## src/rtl/bist_pkg.sv

```systemverilog
package bist_pkg;
  typedef enum logic [2:0] {
    ST_IDLE, ST_ADMIT, ST_SEED, ST_APPLY, ST_UNLOAD, ST_NEXT
  } phase_t;
endpackage

```

## src/rtl/bist_cost.sv

```systemverilog
// Sums per-resource power units over the set bits of a mask.
module bist_cost #(
  parameter int NRES = 8,
  parameter int PW   = 3,
  parameter int CW   = 7,
  parameter logic [NRES-1:0][PW-1:0] POWER = '0
) (
  input  logic [NRES-1:0] mask,
  output logic [CW-1:0]   cost
);
  logic [CW-1:0] part [NRES+1];
  assign part[0] = '0;
  for (genvar i = 0; i < NRES; i++) begin : g_acc
    assign part[i+1] = part[i] + (mask[i] ? CW'(POWER[i]) : '0);
  end
  assign cost = part[NRES];
endmodule

```

## src/rtl/bist_sig.sv

```systemverilog
// Serial signature capture, LSB first, with compare on the final bit.
module bist_sig #(
  parameter int SIG_W = 8
) (
  input  logic             clk,
  input  logic             rst_n,
  input  logic             cap,
  input  logic             sig_bit,
  input  logic [SIG_W-1:0] golden,
  output logic             match
);
  logic [SIG_W-1:0] sr;
  always_ff @(posedge clk or negedge rst_n) begin
    if (!rst_n) sr <= '0;
    else if (cap) sr <= {sig_bit, sr[SIG_W-1:1]};
  end
  assign match = ({sig_bit, sr[SIG_W-1:1]} == golden);
endmodule

```

## src/rtl/bist_seq.sv

```systemverilog
// Session sequencer: admission, three-phase session timing, result collection.
module bist_seq
  import bist_pkg::*;
#(
  parameter int NRES   = 8,
  parameter int NSESS  = 4,
  parameter int CW     = 7,
  parameter int LENW   = 10,
  parameter int SEED_W = 8,
  parameter int SIG_W  = 8,
  parameter int MUXW   = 4,
  parameter logic [NSESS-1:0][NRES-1:0]   SESS_MASK = '0,
  parameter logic [NSESS-1:0][LENW-1:0]   SESS_LEN  = '0,
  parameter logic [NSESS-1:0][SEED_W-1:0] SESS_SEED = '0,
  parameter logic [NSESS-1:0][SIG_W-1:0]  SESS_GOLD = '0,
  parameter logic [NSESS-1:0][MUXW-1:0]   SESS_MUX  = '0
) (
  input  logic             clk,
  input  logic             rst_n,
  input  logic             start,
  input  logic [CW-1:0]    budget,
  input  logic [CW-1:0]    cost,
  input  logic             cmp_fail,
  input  logic             match,
  output logic [NRES-1:0]  sel_mask,
  output logic [SIG_W-1:0] sel_gold,
  output logic             cap,
  output logic [NRES-1:0]  res_en,
  output logic             shift_en,
  output logic             seed_bit,
  output logic [MUXW-1:0]  mux_sel,
  output logic             busy,
  output logic             done,
  output logic             pass_all,
  output logic             err_budget
);
  localparam int IW  = (NSESS > 1) ? $clog2(NSESS) : 1;
  localparam int SIW = (SEED_W > 1) ? $clog2(SEED_W) : 1;

  phase_t          state;
  logic [IW-1:0]   idx;
  logic [LENW-1:0] cnt;
  logic            fail_r;
  logic            in_sess;
  logic [LENW-1:0] len_cur;

  assign sel_mask = SESS_MASK[idx];
  assign sel_gold = SESS_GOLD[idx];
  assign len_cur  = SESS_LEN[idx];
  assign in_sess  = (state == ST_SEED) || (state == ST_APPLY) || (state == ST_UNLOAD);
  assign res_en   = in_sess ? sel_mask : '0;
  assign shift_en = (state == ST_SEED) || (state == ST_UNLOAD);
  assign seed_bit = (state == ST_SEED) ? SESS_SEED[idx][cnt[SIW-1:0]] : 1'b0;
  assign cap      = (state == ST_UNLOAD);
  assign busy     = (state != ST_IDLE);

  always_ff @(posedge clk or negedge rst_n) begin
    if (!rst_n) begin
      state      <= ST_IDLE;
      idx        <= '0;
      cnt        <= '0;
      fail_r     <= 1'b0;
      mux_sel    <= '0;
      done       <= 1'b0;
      pass_all   <= 1'b1;
      err_budget <= 1'b0;
    end else begin
      case (state)
        ST_IDLE: if (start) begin
          idx        <= '0;
          done       <= 1'b0;
          pass_all   <= 1'b1;
          err_budget <= 1'b0;
          state      <= ST_ADMIT;
        end
        ST_ADMIT: if (cost <= budget) begin
          cnt     <= '0;
          fail_r  <= 1'b0;
          mux_sel <= SESS_MUX[idx];
          state   <= ST_SEED;
        end else begin
          err_budget <= 1'b1;
          state      <= ST_NEXT;
        end
        ST_SEED: if (cnt == LENW'(SEED_W - 1)) begin
          cnt   <= '0;
          state <= ST_APPLY;
        end else cnt <= cnt + 1'b1;
        ST_APPLY: begin
          if (cmp_fail) fail_r <= 1'b1;
          if (cnt == len_cur - 1'b1) begin
            cnt   <= '0;
            state <= ST_UNLOAD;
          end else cnt <= cnt + 1'b1;
        end
        ST_UNLOAD: if (cnt == LENW'(SIG_W - 1)) begin
          pass_all <= pass_all & ~fail_r & match;
          mux_sel  <= '0;
          state    <= ST_NEXT;
        end else cnt <= cnt + 1'b1;
        ST_NEXT: if (idx == IW'(NSESS - 1)) begin
          done  <= 1'b1;
          state <= ST_IDLE;
        end else begin
          idx   <= idx + 1'b1;
          state <= ST_ADMIT;
        end
        default: state <= ST_IDLE;
      endcase
    end
  end

  AST_MUX_HOLD: assert property (@(posedge clk) disable iff (!rst_n)
    (in_sess && $past(in_sess)) |-> $stable(mux_sel));
  AST_QUIET_OUTSIDE: assert property (@(posedge clk) disable iff (!rst_n)
    !in_sess |-> (res_en == '0 && !shift_en && mux_sel == '0));
  AST_ADMIT_BUDGET: assert property (@(posedge clk) disable iff (!rst_n)
    ($past(state) == ST_ADMIT && state == ST_SEED) |-> $past(cost <= budget));
  AST_APPLY_BOUND: assert property (@(posedge clk) disable iff (!rst_n)
    (state == ST_APPLY) |-> (cnt < len_cur));
  AST_DONE_LAST: assert property (@(posedge clk) disable iff (!rst_n)
    $rose(done) |-> ($past(idx) == IW'(NSESS - 1)));
  AST_PASS_DROP: assert property (@(posedge clk) disable iff (!rst_n)
    $fell(pass_all) |-> ($past(state) == ST_UNLOAD));
endmodule

```

## src/rtl/bist_sess_ctrl.sv

```systemverilog
module bist_sess_ctrl #(
  parameter int NRES   = 8,
  parameter int NSESS  = 4,
  parameter int PW     = 3,
  parameter int CW     = PW + $clog2(NRES + 1),
  parameter int LENW   = 10,
  parameter int SEED_W = 8,
  parameter int SIG_W  = 8,
  parameter int MUXW   = 4,
  parameter logic [NRES-1:0][PW-1:0]      POWER     = {3'd4, 3'd4, 3'd1, 3'd1, 3'd1, 3'd1, 3'd1, 3'd1},
  parameter logic [NSESS-1:0][NRES-1:0]   SESS_MASK = {8'hCF, 8'h8C, 8'h43, 8'h3F},
  parameter logic [NSESS-1:0][LENW-1:0]   SESS_LEN  = {10'd512, 10'd512, 10'd512, 10'd128},
  parameter logic [NSESS-1:0][SEED_W-1:0] SESS_SEED = {8'hC3, 8'h5A, 8'h96, 8'hE1},
  parameter logic [NSESS-1:0][SIG_W-1:0]  SESS_GOLD = {8'h3C, 8'hA5, 8'h69, 8'h1E},
  parameter logic [NSESS-1:0][MUXW-1:0]   SESS_MUX  = {4'h8, 4'h4, 4'h2, 4'h1}
) (
  input  logic            clk,
  input  logic            rst_n,
  input  logic            start,
  input  logic [CW-1:0]   budget,
  input  logic            cmp_fail,
  input  logic            sig_bit,
  output logic [NRES-1:0] res_en,
  output logic            shift_en,
  output logic            seed_bit,
  output logic [MUXW-1:0] mux_sel,
  output logic            busy,
  output logic            done,
  output logic            pass_all,
  output logic            err_budget
);
  logic [NRES-1:0]  sel_mask;
  logic [SIG_W-1:0] sel_gold;
  logic [CW-1:0]    cost;
  logic             cap;
  logic             match;

  bist_cost #(.NRES(NRES), .PW(PW), .CW(CW), .POWER(POWER)) u_cost (
    .mask(sel_mask), .cost(cost));

  bist_sig #(.SIG_W(SIG_W)) u_sig (
    .clk(clk), .rst_n(rst_n), .cap(cap), .sig_bit(sig_bit),
    .golden(sel_gold), .match(match));

  bist_seq #(
    .NRES(NRES), .NSESS(NSESS), .CW(CW), .LENW(LENW), .SEED_W(SEED_W),
    .SIG_W(SIG_W), .MUXW(MUXW), .SESS_MASK(SESS_MASK), .SESS_LEN(SESS_LEN),
    .SESS_SEED(SESS_SEED), .SESS_GOLD(SESS_GOLD), .SESS_MUX(SESS_MUX)
  ) u_seq (
    .clk(clk), .rst_n(rst_n), .start(start), .budget(budget), .cost(cost),
    .cmp_fail(cmp_fail), .match(match), .sel_mask(sel_mask), .sel_gold(sel_gold),
    .cap(cap), .res_en(res_en), .shift_en(shift_en), .seed_bit(seed_bit),
    .mux_sel(mux_sel), .busy(busy), .done(done), .pass_all(pass_all),
    .err_budget(err_budget));
endmodule

```

## config.mk

```make
export PLATFORM = sky130hd
export DESIGN_NAME = bist_sess_ctrl
export DESIGN_NICKNAME = d
export VERILOG_FILES = /design/src/rtl/bist_pkg.sv /design/src/rtl/bist_cost.sv /design/src/rtl/bist_sig.sv /design/src/rtl/bist_seq.sv /design/src/rtl/bist_sess_ctrl.sv
export SDC_FILE = /design/constraint.sdc
export NUM_CORES = 1
export LEC_CHECK = 0
export CAP_MARGIN = 15
export CORE_MARGIN = 5
export CORE_UTILIZATION = 52
export DETAILED_ROUTE_END_ITERATION = 7
export DONT_BUFFER_PORTS = 1
export MAX_ROUTING_LAYER = met4
export PLACE_DENSITY = 0.78
export SLEW_MARGIN = 10
export SYNTH_ARGS = -nofsm -noshare
export SYNTH_HDL_FRONTEND = slang
export SYNTH_HIERARCHICAL = 1
export SYNTH_SLANG_ARGS = --single-unit
```

## constraint.sdc

```tcl
create_clock -name clk -period 6.2 [get_ports clk]
set_clock_uncertainty 0.1 [all_clocks]
set_input_delay 0.62 -clock clk [delete_from_list [all_inputs] [get_ports clk]]
set_output_delay 0.62 -clock clk [all_outputs]
set_load 0.02 [all_outputs]
```

### Yosys cells after proc, flatten, opt, wreduce, memory -nomap -nowiden

Index checks and enable logic that the tools add are counted.

| operators by class | value |
|---|---|
| add/sub/neg operators | 10 |
| order comparisons | 3 |
| equality and inequality tests | 19 |
| mux-type cells | 51 |
| bitwise gates (word level) | 3 |
| reduce and logical (&&, ||, !) cells | 19 |

Operators by type and width:

| operator | number |
|---|---|
| two-way mux 10 bit | 5 |
| adder 7 bit | 7 |
| binary-select mux 8 bit (select 2 bit) | 3 |
| one-hot mux 10 bit (4 select lines) | 1 |
| two-way mux 8 bit | 4 |
| two-way mux 3 bit | 7 |
| AND reduction 3 bit | 7 |
| binary-select mux 10 bit (select 2 bit) | 1 |
| one-hot mux 3 bit (6 select lines) | 1 |
| two-way mux 1 bit | 16 |
| != test 2 bit, second input constant | 7 |
| two-way mux 4 bit | 3 |
| adder 10 x 1 -> 10 bit, second input constant | 1 |
| equality test 10 bit | 1 |
| equality test 10 x 3 -> 1 bit, second input constant | 1 |
| nonzero test 2 bit | 5 |
| subtractor 10 x 1 -> 10 bit, second input constant | 1 |
| binary-select mux 4 bit (select 2 bit) | 1 |
| equality test 8 bit | 1 |
| one-hot mux 1 bit (2 select lines) | 4 |
| one-hot mux 4 bit (2 select lines) | 1 |
| <= comparator 7 bit | 1 |
| equality test 3 x 2 -> 1 bit, second input constant | 2 |
| equality test 3 bit, second input constant | 2 |
| 16 further kinds | 22 |

| word-level totals | value |
|---|---|
| register bits | 31 |
| output and inout port bits | 18 |
| logic and storage cells | 114 |

### Depth between registers and ports, before layout

Gate-level depths: netlist of the first run.

| depth | value |
|---|---|
| depth after elaboration | 13 |
| gate-level depth with buffers | 19 |
| mapped depth without buffers | 18 |

### Hierarchy

The synthesis of the first run kept the hierarchy.

Modules (own cells, without submodules):

| module | times used | cells an instance | area each (µm²) |
|---|---|---|---|
| bist_seq | 1 | 194 | 1671.6 |
| bist_sig | 1 | 26 | 377.9 |
| bist_cost | 1 | 25 | 195.2 |

### Worst setup path before layout of the first run

No wires, ideal clock.

| timing path | value |
|---|---|
| path type | reg2reg |
| start point | register u_seq.idx[0] |
| end point | register u_seq.mux_sel[0] |
| setup time | 0.125 ns |
| arrival | 4.243 ns |
| data required time | 5.975 ns |
| slack | 1.733 ns |
| cell stages (with the launch flop) | 19 |
| path buffers | 1 |
| clock period less this slack | 4.467 ns |
| path through | dfrtp_1 > inv_1 > ha_1 > inv_1 > buf_4 > fa_1 > inv_1 > fa_1 > inv_1 > ha_1 > inv_1 > fa_1 > xnor2_1 > ha_1 > a21oi_1 > a21oi_1 > o22ai_1 > a31oi_1 > mux2_2 |

| on the way | value |
|---|---|
| word-level cells in the longest chain between the ends | 13 |
| elaborated cells on any way between the ends | 24 |
| those cells by class | 7 x add/sub; 1 x order compare; 1 x eq/ne; 14 x mux; 1 x reduce/logical |

Ends and longest elaborated chain:

| what | line | source |
|---|---|---|
| from (decl) | bist_seq.sv:41 | `logic [IW-1:0] idx;` |
| from (signal assigned) | bist_seq.sv:105 | `idx <= idx + 1'b1;` |
| binary-select mux 8 bit (select 2 bit) | bist_seq.sv:47 | `assign sel_mask = SESS_MASK[idx];` |
| two-way mux 8 bit (not written as such) | bist_seq.sv:47 |  |
| net sel_mask[0] | bist_sess_ctrl.sv:32 | `logic [NRES-1:0] sel_mask;` |
| two-way mux 1 bit | bist_cost.sv:14 | `assign part[i+1] = part[i] + (mask[i] ? CW'(POWER[i]) : '0);` |
| adder 7 bit (7 in a row) | bist_cost.sv:14 |  |
| net cost[2] | bist_sess_ctrl.sv:34 | `logic [CW-1:0] cost;` |
| <= comparator 7 bit | bist_seq.sv:76 | `ST_ADMIT: if (cost <= budget) begin` |
| != test 2 x 1 -> 1 bit (no source line) | - |  |
| AND reduction 3 bit (no source line) | - |  |
| to (signal assigned) | bist_seq.sv:79 | `mux_sel <= SESS_MUX[idx];` |
| to (decl) | bist_seq.sv:31 | `output logic [MUXW-1:0] mux_sel,` |

The timed path passes the listed nets, and every way through them passes these cells. The select of a mux whose other input is x is not followed.
A chain may end at the register's enable or synchronous reset.

### Worst setup path after layout of the first run

| timing path | value |
|---|---|
| start point | register u_seq.idx[0] |
| end point | register u_seq.mux_sel[0] |

| on the way | value |
|---|---|
| word-level cells in the longest chain between the ends | 13 |
| elaborated cells on any way between the ends | 24 |
| those cells by class | 7 x add/sub; 1 x order compare; 1 x eq/ne; 14 x mux; 1 x reduce/logical |

Ends and longest elaborated chain:

| what | line |
|---|---|
| binary-select mux 8 bit (select 2 bit) * | bist_seq.sv:47 |
| two-way mux 8 bit (not written as such) * | bist_seq.sv:47 |
| two-way mux 1 bit | bist_cost.sv:14 |
| adder 7 bit (6 in a row) | bist_cost.sv:14 |
| adder 7 bit * | bist_cost.sv:14 |
| net cost[2] | bist_sess_ctrl.sv:34 |
| <= comparator 7 bit * | bist_seq.sv:76 |
| != test 2 x 1 -> 1 bit (no source line) * | - |
| AND reduction 3 bit (no source line) * | - |

The timed path passes the listed nets; every way through them passes the cells marked *. The select of a mux whose other input is x is not followed.

==> run_results.csv, run 1 <==
group,metric,value,unit
drt,viasPerCell,5.68,
layout,mostFrequentLayoutCells,"29 x sky130_fd_sc_hd__dfrtp_1, 25 x sky130_fd_sc_hd__inv_1, 24 x sky130_fd_sc_hd__nor2_1",
power,power.ir.vdd_worst,0.000108,V
drt,drt-initial-drc-count,77,
clocking,worst_skew_pair.late_latency,0.29,ns
power,finalPower,375,uW
synthesis,ys_ff_latch,30,
placed_design,globalplace.congestion,0.833,
placed_design,post-place-ws,1.43,ns
floorplan,floorplan.core_area,4090,sq um
global_routing,grt_remaining_overflow,0,
setup_path,timing.critical_path.slowest_cell_delay,0.55,ns
layout,nets,270,
layout,layout_cells_sized_above_1,12.5,%
placed_design,place.detailed.hpwl,3400,um
sta,fin_crit,4.80,ns
run,maxCapViolations,0,
setup_path,crit_path_cell_trace,"inv_1, ha_1, inv_1, fa_1, inv_1, fa_1, inv_1, ha_1, inv_1, fa_1, xnor2_1, ha_1, a21oi_1, a21oi_1, o22ai_1, a31oi_1, mux2_2",
global_routing,vias_in_the_first_global_route,1608,
sta,setup_total_negative_slack,0,ns
global_routing,number_of_antenna_violations_at_the_first_check_in_global_routing,0,
drt,drc_violations,0,
synthesis,share_of_the_yosys_chip_area_belonging_to_registers,33.5,%
floorplan,dieHeight,75.7,um
drt,detail-route-antenna-nets,0,
setup_path,crit_slowest_cell,"sky130_fd_sc_hd__fa_1",
status,outcome,"completed",
synthesis,ys_warn_count,6,
sta,worst_pin_slew,0.933,ns
sta,worst_hold_slack,0.0463,ns
setup_path,worstPathMaxFanout,7,
floorplan,fp-row-count,23,
layout,multiInputGateArea,1290,sq um
global_routing,grt_pass1_wl,7520,um
power,cellLeakagePower,1.05,nW
sta,report.final.slew_viol_count,0,
placed_design,placed_cells_incl_taps,281,
sta,finalCritPeriodShare,77.4,%
setup_path,cp_data_required_time,6.27,ns
global_routing,grt_start_max_net_pins,30,
power,power.density,162,nW/um^2
setup_path,cp-end-kind,"flop",
layout,layout.area.seq,752,sq um
drt,dr_total_vias,1647,
global_routing,global_route.peak_usage_layer,"met2",
floorplan,die_w,75.7,um
layout,finish.instance_area,2320,sq um
setup_path,crit_top_cell,"sky130_fd_sc_hd__inv_1",
hold_path,hold_path.class,"primary input to asynchronous set/reset pin",
setup_path,cp_num_buf_inv,5,
global_routing,grt.met1_usage,23.3,%
synthesis,avgSynthCellArea,9.16,sq um
drt,wl_per_cell,15.7,um
global_routing,use_met2,27.0,%
layout,postLayoutCoreUtil,56.8,%
floorplan,top_level_ports,30,
synthesis,netlist_area,2240,sq um
clocking,cts_root_buffer,"sky130_fd_sc_hd__clkbuf_8",
clocking,cts_buffers,5,
setup_path,cpLargestDelayFamily,"adder cells",
sta,setup_repair_after_global_routing_missed_its_margin,"no",
synthesis,synth-edff-count,0,
placed_design,io_buffers,0,
synthesis,synth_cell_types,48,
sta,setup_viol,0,
layout,antennaDiodeCount,0,
floorplan,initial_core_util,54.9,%
drt,drt_first_pass_iters,5,
drt,drt_wl_total,4550,um
setup_path,cp_data_arrival_time,4.87,ns
sta,max_clock_freq,208,MHz
synthesis,asyncSetResetFlopFracSynth,100,%
clocking,cts-resized-gates,0,
global_routing,groute.layer.met3.usage,6.99,%
setup_path,timing.setup.critical_path_class,"flop to flop",
clocking,clock_sink_count,30,
clocking,clock_tree_from_tritoncts,"done",
setup_path,start_kind,"flop",
sta,max_transition_margin,37.7,%
layout,mostFrequentLayoutCell,"sky130_fd_sc_hd__dfrtp_1",
clocking,cts_htree_levels,2,
layout,layout.filler_cells,359,
sta,timing_hold_violations_final,0,
setup_path,timing.reg2reg.setup_slack,1.40,ns
layout,layout.cells.non_filler,290,
sta,post-route-worst-setup-slack,1.40,ns
synthesis,synthesis.instances,245,
clocking,clock_path_buffers,2,
synthesis,yosys_most_used_dff,"sky130_fd_sc_hd__dfrtp_1",
global_routing,grt_util_all_layers,18.5,%
placed_design,dpl_cell_area,2210,sq um
layout,synthToLayoutAreaGrowth,3.34,%
clocking,clk_slew_on_worst_s_h_paths,0.07,ns
floorplan,die_area,5730,sq um
-- synth_stat cells, drive strengths merged, types with 2 or more instances --
library cell,number,area share [%]
dfrtp,29,32
and3,4,1.1
ha,16,8.9
xnor2,12,4.7
fa,3,2.7
a31oi,3,1.5
a21oi,22,4.9
nor3,6,1.3
mux2,12,7.2
clkbuf,3,0.50
nand2b,5,1.4
nor2b,3,0.84
o22ai,4,1.1
a21boi,2,1.2
nand3,6,1.3
nand4,3,0.84
o21ai,12,2.7
nand3b,2,0.67
buf,13,4.4
nand2,13,2.5
nor2,25,4.3
inv,25,4.2
a22o,5,2.0
-- metal layers --
layer | share of wire (%) | routed length (um) | vias up
met2 | 43 | 1970 | 43
met4 | 2.0 | 90 | 0
met3 | 6.8 | 310 | 8
li1 | - | - | 815
met1 | 48 | 2180 | 781
met5 | 0 | 0 | -
-- worst register-to-register path: stages, from the launching register on --
cell	delay [ns]
sky130_fd_sc_hd__dfrtp_1	0.44
sky130_fd_sc_hd__inv_1	0.14
sky130_fd_sc_hd__ha_1	0.27
sky130_fd_sc_hd__inv_1	0.15
sky130_fd_sc_hd__fa_1	0.55
sky130_fd_sc_hd__inv_1	0.05
sky130_fd_sc_hd__fa_1	0.43
sky130_fd_sc_hd__inv_1	0.07
sky130_fd_sc_hd__ha_1	0.17
sky130_fd_sc_hd__inv_1	0.06
sky130_fd_sc_hd__fa_1	0.40
sky130_fd_sc_hd__xnor2_1	0.15
sky130_fd_sc_hd__ha_1	0.31
sky130_fd_sc_hd__a21oi_1	0.14
sky130_fd_sc_hd__a21oi_1	0.08
sky130_fd_sc_hd__o22ai_1	0.54
sky130_fd_sc_hd__a31oi_1	0.32
sky130_fd_sc_hd__mux2_2	0.34
-- report_power, final --
part | internal (mW) | switching (mW)
combinational | 0.00506 | 0.00916
clock | 0.0904 | 0.0742
sequential | 0.196 | 0.0000000000000000216
total | 0.291 | 0.0834
-- path summary, 6_finish.rpt --
path / start / endpoint / depth (start not counted)
max reg2reg: u_seq/idx[0]$_DFFE_PN0P_ / u_seq/mux_sel[0]$_DFFE_PN0P_ / 17
max in group asynchronous: rst_n / u_seq/mux_sel[3]$_DFFE_PN0P_ / 1
max: u_seq/idx[0]$_DFFE_PN0P_ / u_seq/mux_sel[0]$_DFFE_PN0P_ / 17
min in group clk: sig_bit / u_sig/sr[7]$_DFFE_PN0P_ / 1
min reg2reg: u_sig/sr[1]$_DFFE_PN0P_ / u_sig/sr[1]$_DFFE_PN0P_ / 1
min: rst_n / u_seq/idx[0]$_DFFE_PN0P_ / 1
-- final cells by class --
cell class              count  area share [%]
multi-input cells         174            55.6
flip-flops and latches     30            32.4
inverters                  26            4.21
clock buffers               8            3.88
well taps                  50            2.70
repair buffers              2            1.19
-- timing repair --
action	in CTS	in global routing
endpoints found under the hold margin	29	0
hold buffers	1	0
buffers inserted	0	0
-- sequential cells by signal, summed over array words and instances (netlist names) --
| register | count |
|---|---|
| u_seq/state | 3 |
| u_seq/fail_r | 1 |
| u_seq/err_budget | 1 |
| u_seq/cnt | 10 |
| u_seq/pass_all | 1 |
| u_seq/mux_sel | 4 |
| u_seq/idx | 2 |
| u_seq/done | 1 |
| u_sig/sr | 7 |
-- logic make-up (layout without fill, tap and decap cells) --
logic type / after synthesis / in the layout / synth area share, %
buffers and inverters: 42 / 36 / 9.25
AND/OR/NAND/NOR: 71 / 71 / 16.3
AO/OA/AOI/OAI: 56 / 56 / 16.5
XOR/XNOR: 13 / 13 / 5.07
multiplexers: 13 / 13 / 7.64
other: 1 / 2 / 0.167
adder cells (fa/ha/maj): 19 / 19 / 11.6
flip-flops: 30 / 30 / 33.5
No activity file was read; power rests on OpenSTA's default activity.
==> inputs of run 2 (changes only) <==
--- a/config.mk
+++ b/config.mk
@@ -11,7 +11,7 @@
 export DETAILED_ROUTE_END_ITERATION = 7
 export DONT_BUFFER_PORTS = 1
 export MAX_ROUTING_LAYER = met4
-export PLACE_DENSITY = 0.78
+export PLACE_DENSITY = 0.81
 export SLEW_MARGIN = 10
 export SYNTH_ARGS = -nofsm -noshare
 export SYNTH_HDL_FRONTEND = slang
==> constraint.sdc (replaced) <==
create_clock -name clk -period 3.91 [get_ports clk]
set_clock_uncertainty 0.1 [all_clocks]
set_input_delay 0.391 -clock clk [delete_from_list [all_inputs] [get_ports clk]]
set_output_delay 0.391 -clock clk [all_outputs]
set_load 0.02 [all_outputs]
==> run 2 against run 1 <==
  * The run now ends with setup timing left
  * Worst hold slack improved by 0.10 ns
  * Clock power increased by 96%
  * Cell count increased by 6.2%
  * Critical path depth increased by 3
  * Via count increased by 7.2%
  * Setup slack got worse by 1.6 ns
  * Combinational power increased to 2.8 times the previous value
  * Sequential power increased by 58%
  * Die area unchanged
  * Core utilization increased by 8.5 points
  * Critical endpoint is now u_seq/cnt[1]$_DFFE_PN0P_
==> run_results.csv, run 2 (same netlist as run 1, synthesis figures left out) <==
group,metric,value,unit
drt,drt_wl_total,4850,um
clocking,cts_root_buffer,"sky130_fd_sc_hd__clkbuf_8",
sta,max_transition_margin,50.6,%
clocking,clock_tree_from_tritoncts,"done",
placed_design,placed_cells_incl_taps,296,
setup_path,timing.critical_path.slowest_cell_delay,0.52,ns
placed_design,place.detailed.hpwl,3500,um
drt,viasPerCell,5.73,
setup_path,cp-end-kind,"flop",
floorplan,floorplan.core_area,4090,sq um
layout,layout_cells_sized_above_1,28.3,%
layout,mostFrequentLayoutCell,"sky130_fd_sc_hd__dfrtp_1",
setup_path,cp_data_arrival_time,4.19,ns
setup_path,cp_data_required_time,4.03,ns
clocking,cts_htree_levels,2,
clocking,clock_sink_count,30,
layout,layout.cells.non_filler,308,
placed_design,post-place-ws,-0.130,ns
floorplan,dieHeight,75.7,um
layout,postLayoutCoreUtil,65.3,%
drt,drc_violations,0,
sta,timing_hold_violations_final,0,
placed_design,io_buffers,0,
global_routing,grt_util_all_layers,18.6,%
layout,antennaDiodeCount,0,
layout,largest_register,"u_seq/cnt",
setup_path,timing.setup.critical_path_class,"flop to flop",
sta,setup_repair_after_global_routing_missed_its_margin,"yes",
setup_path,worstPathMaxFanout,8,
sta,max_clock_freq,245,MHz
placed_design,dpl_cell_area,2400,sq um
layout,layout.filler_cells,315,
sta,finalCritPeriodShare,104,%
setup_path,start_kind,"flop",
drt,wl_per_cell,15.7,um
drt,drt-initial-drc-count,90,
layout,nets,288,
setup_path,crit_slowest_cell,"sky130_fd_sc_hd__fa_1",
global_routing,number_of_antenna_violations_at_the_first_check_in_global_routing,0,
clocking,worst_skew_pair.late_latency,0.29,ns
hold_path,hold_path.class,"primary input to flop",
global_routing,vias_in_the_first_global_route,1629,
setup_path,cp_num_buf_inv,7,
power,cellLeakagePower,1.18,nW
floorplan,die_w,75.7,um
sta,worst_pin_slew,0.738,ns
global_routing,grt_remaining_overflow,0,
floorplan,initial_core_util,54.9,%
layout,synthToLayoutAreaGrowth,18.8,%
sta,fin_crit,4.07,ns
clocking,clk_slew_on_worst_s_h_paths,0.07,ns
status,outcome,"complete, but fails checks",
layout,top_regs,"u_seq/cnt x10, u_sig/sr x7, u_seq/mux_sel x4",
power,power.density,253,nW/um^2
drt,dr_total_vias,1765,
layout,largest_register_ff_count,10,
floorplan,fp-row-count,23,
global_routing,grt_start_max_net_pins,31,
floorplan,die_area,5730,sq um
setup_path,cpLargestDelayFamily,"adder cells",
clocking,clock_path_buffers,2,
setup_path,crit_path_cell_trace,"inv_2, ha_4, inv_4, fa_1, inv_1, fa_1, inv_1, ha_2, inv_2, fa_2, xnor2_2, ha_4, nand3b_1, a21oi_2, o22ai_4, buf_12, a21boi_4, buf_6, nand2_2, o21ai_1",
layout,mostFrequentLayoutCells,"28 x sky130_fd_sc_hd__dfrtp_1, 23 x sky130_fd_sc_hd__nor2_1, 20 x sky130_fd_sc_hd__inv_1",
run,maxCapViolations,0,
sta,post-route-worst-setup-slack,-0.164,ns
sta,setup_viol,17,
global_routing,grt_pass1_wl,7700,um
floorplan,top_level_ports,30,
status,failed_checks,"setup timing",
power,power.ir.vdd_worst,0.000195,V
layout,finish.instance_area,2670,sq um
clocking,cts_buffers,5,
placed_design,globalplace.congestion,0.889,
sta,report.final.slew_viol_count,0,
drt,detail-route-antenna-nets,0,
drt,drt_first_pass_iters,4,
==> run 2: cell types whose count changed in the layout (fill, tap and decap cells not counted), sizes merged <==
| cell | previous run | this run |
|---|---|---|
| buf | 2 | 19 |
| bufinv | 0 | 1 |
| clkbuf | 8 | 7 |
| dlygate4sd3 | 0 | 1 |
==> run 2: layout make-up <==
type / instances / area, sq um / area share, %
clock buffer: 7 / 86.3 / 3.24
timing repair buffer: 20 / 185 / 6.94
tap: 50 / 62.6 / 2.35
sequential: 30 / 753 / 28.2
multi-input combinational: 174 / 1450 / 54.4
clock inverter: 1 / 30.0 / 1.13
inverter: 26 / 100 / 3.75
==> run 2: power breakdown <==
part / switching [mW] / total (mW) / internal, mW
logic: 0.0209 / 0.0399 / 0.0189
registers: 0.0000000000000000448 / 0.310 / 0.310
clock network: 0.116 / 0.323 / 0.208
total: 0.137 / 0.674 / 0.537
==> run 2: path summary, 6_finish.rpt <==
kind / start / end / slack [ns] / cells past startpoint
max in group asynchronous: rst_n / u_seq/pass_all$_DFFE_PN1P_ / 3.01 / 2
worst min register to register: u_sig/sr[1]$_DFFE_PN0P_ / u_sig/sr[1]$_DFFE_PN0P_ / 0.44 / 1
worst min-delay path: sig_bit / u_sig/sr[7]$_DFFE_PN0P_ / 0.15 / 1
worst max-delay path: u_seq/idx[0]$_DFFE_PN0P_ / u_seq/cnt[1]$_DFFE_PN0P_ / -0.16 / 20
min in group asynchronous: rst_n / u_seq/mux_sel[0]$_DFFE_PN0P_ / 0.45 / 2
worst max register to register: u_seq/idx[0]$_DFFE_PN0P_ / u_seq/cnt[1]$_DFFE_PN0P_ / -0.16 / 20
==> run 2: stage by stage <==
step | hold WS (ns) | total power [mW] | TNS (ns)
floorplan | -0.00459 | 0.334 | -0.864
detailed placement | -0.00386 | 0.337 | -0.733
CTS | 0.142 | 0.671 | -0.794
global route | 0.136 | 0.703 | -4.73
global placement | -0.00388 | 0.337 | -0.211
finish | 0.149 | 0.674 | -1.86
==> run 2: metal layers <==
layer	global-route usage, %	vias to the layer above	share of wire [%]
li1	-	865	-
met1	22.2	837	45
met2	30.4	50	48
met3	5.54	13	4.7
met4	5.24	0	2.0
met5	-	-	0
==> run 2: worst reg2reg max path, cell delays in order (launching register included) <==
cell,delay (ns)
sky130_fd_sc_hd__dfrtp_2,0.42
sky130_fd_sc_hd__inv_2,0.08
sky130_fd_sc_hd__ha_4,0.15
sky130_fd_sc_hd__inv_4,0.04
sky130_fd_sc_hd__fa_1,0.52
sky130_fd_sc_hd__inv_1,0.05
sky130_fd_sc_hd__fa_1,0.42
sky130_fd_sc_hd__inv_1,0.07
sky130_fd_sc_hd__ha_2,0.18
sky130_fd_sc_hd__inv_2,0.04
sky130_fd_sc_hd__fa_2,0.37
sky130_fd_sc_hd__xnor2_2,0.17
sky130_fd_sc_hd__ha_4,0.29
sky130_fd_sc_hd__nand3b_1,0.10
sky130_fd_sc_hd__a21oi_2,0.18
sky130_fd_sc_hd__o22ai_4,0.13
sky130_fd_sc_hd__buf_12,0.14
sky130_fd_sc_hd__a21boi_4,0.27
sky130_fd_sc_hd__buf_6,0.15
sky130_fd_sc_hd__nand2_2,0.04
sky130_fd_sc_hd__o21ai_1,0.08
==> run 2: timing repair <==
item | CTS | global route
hold buffers | 2 | 0
gates resized for setup | 6 | 15
setup endpoints to repair | 13 | 19
endpoints found under the hold margin | 30 | 0
setup buffers | 0 | 2
gates cloned | 0 | 0
pin swaps | 2 | 7
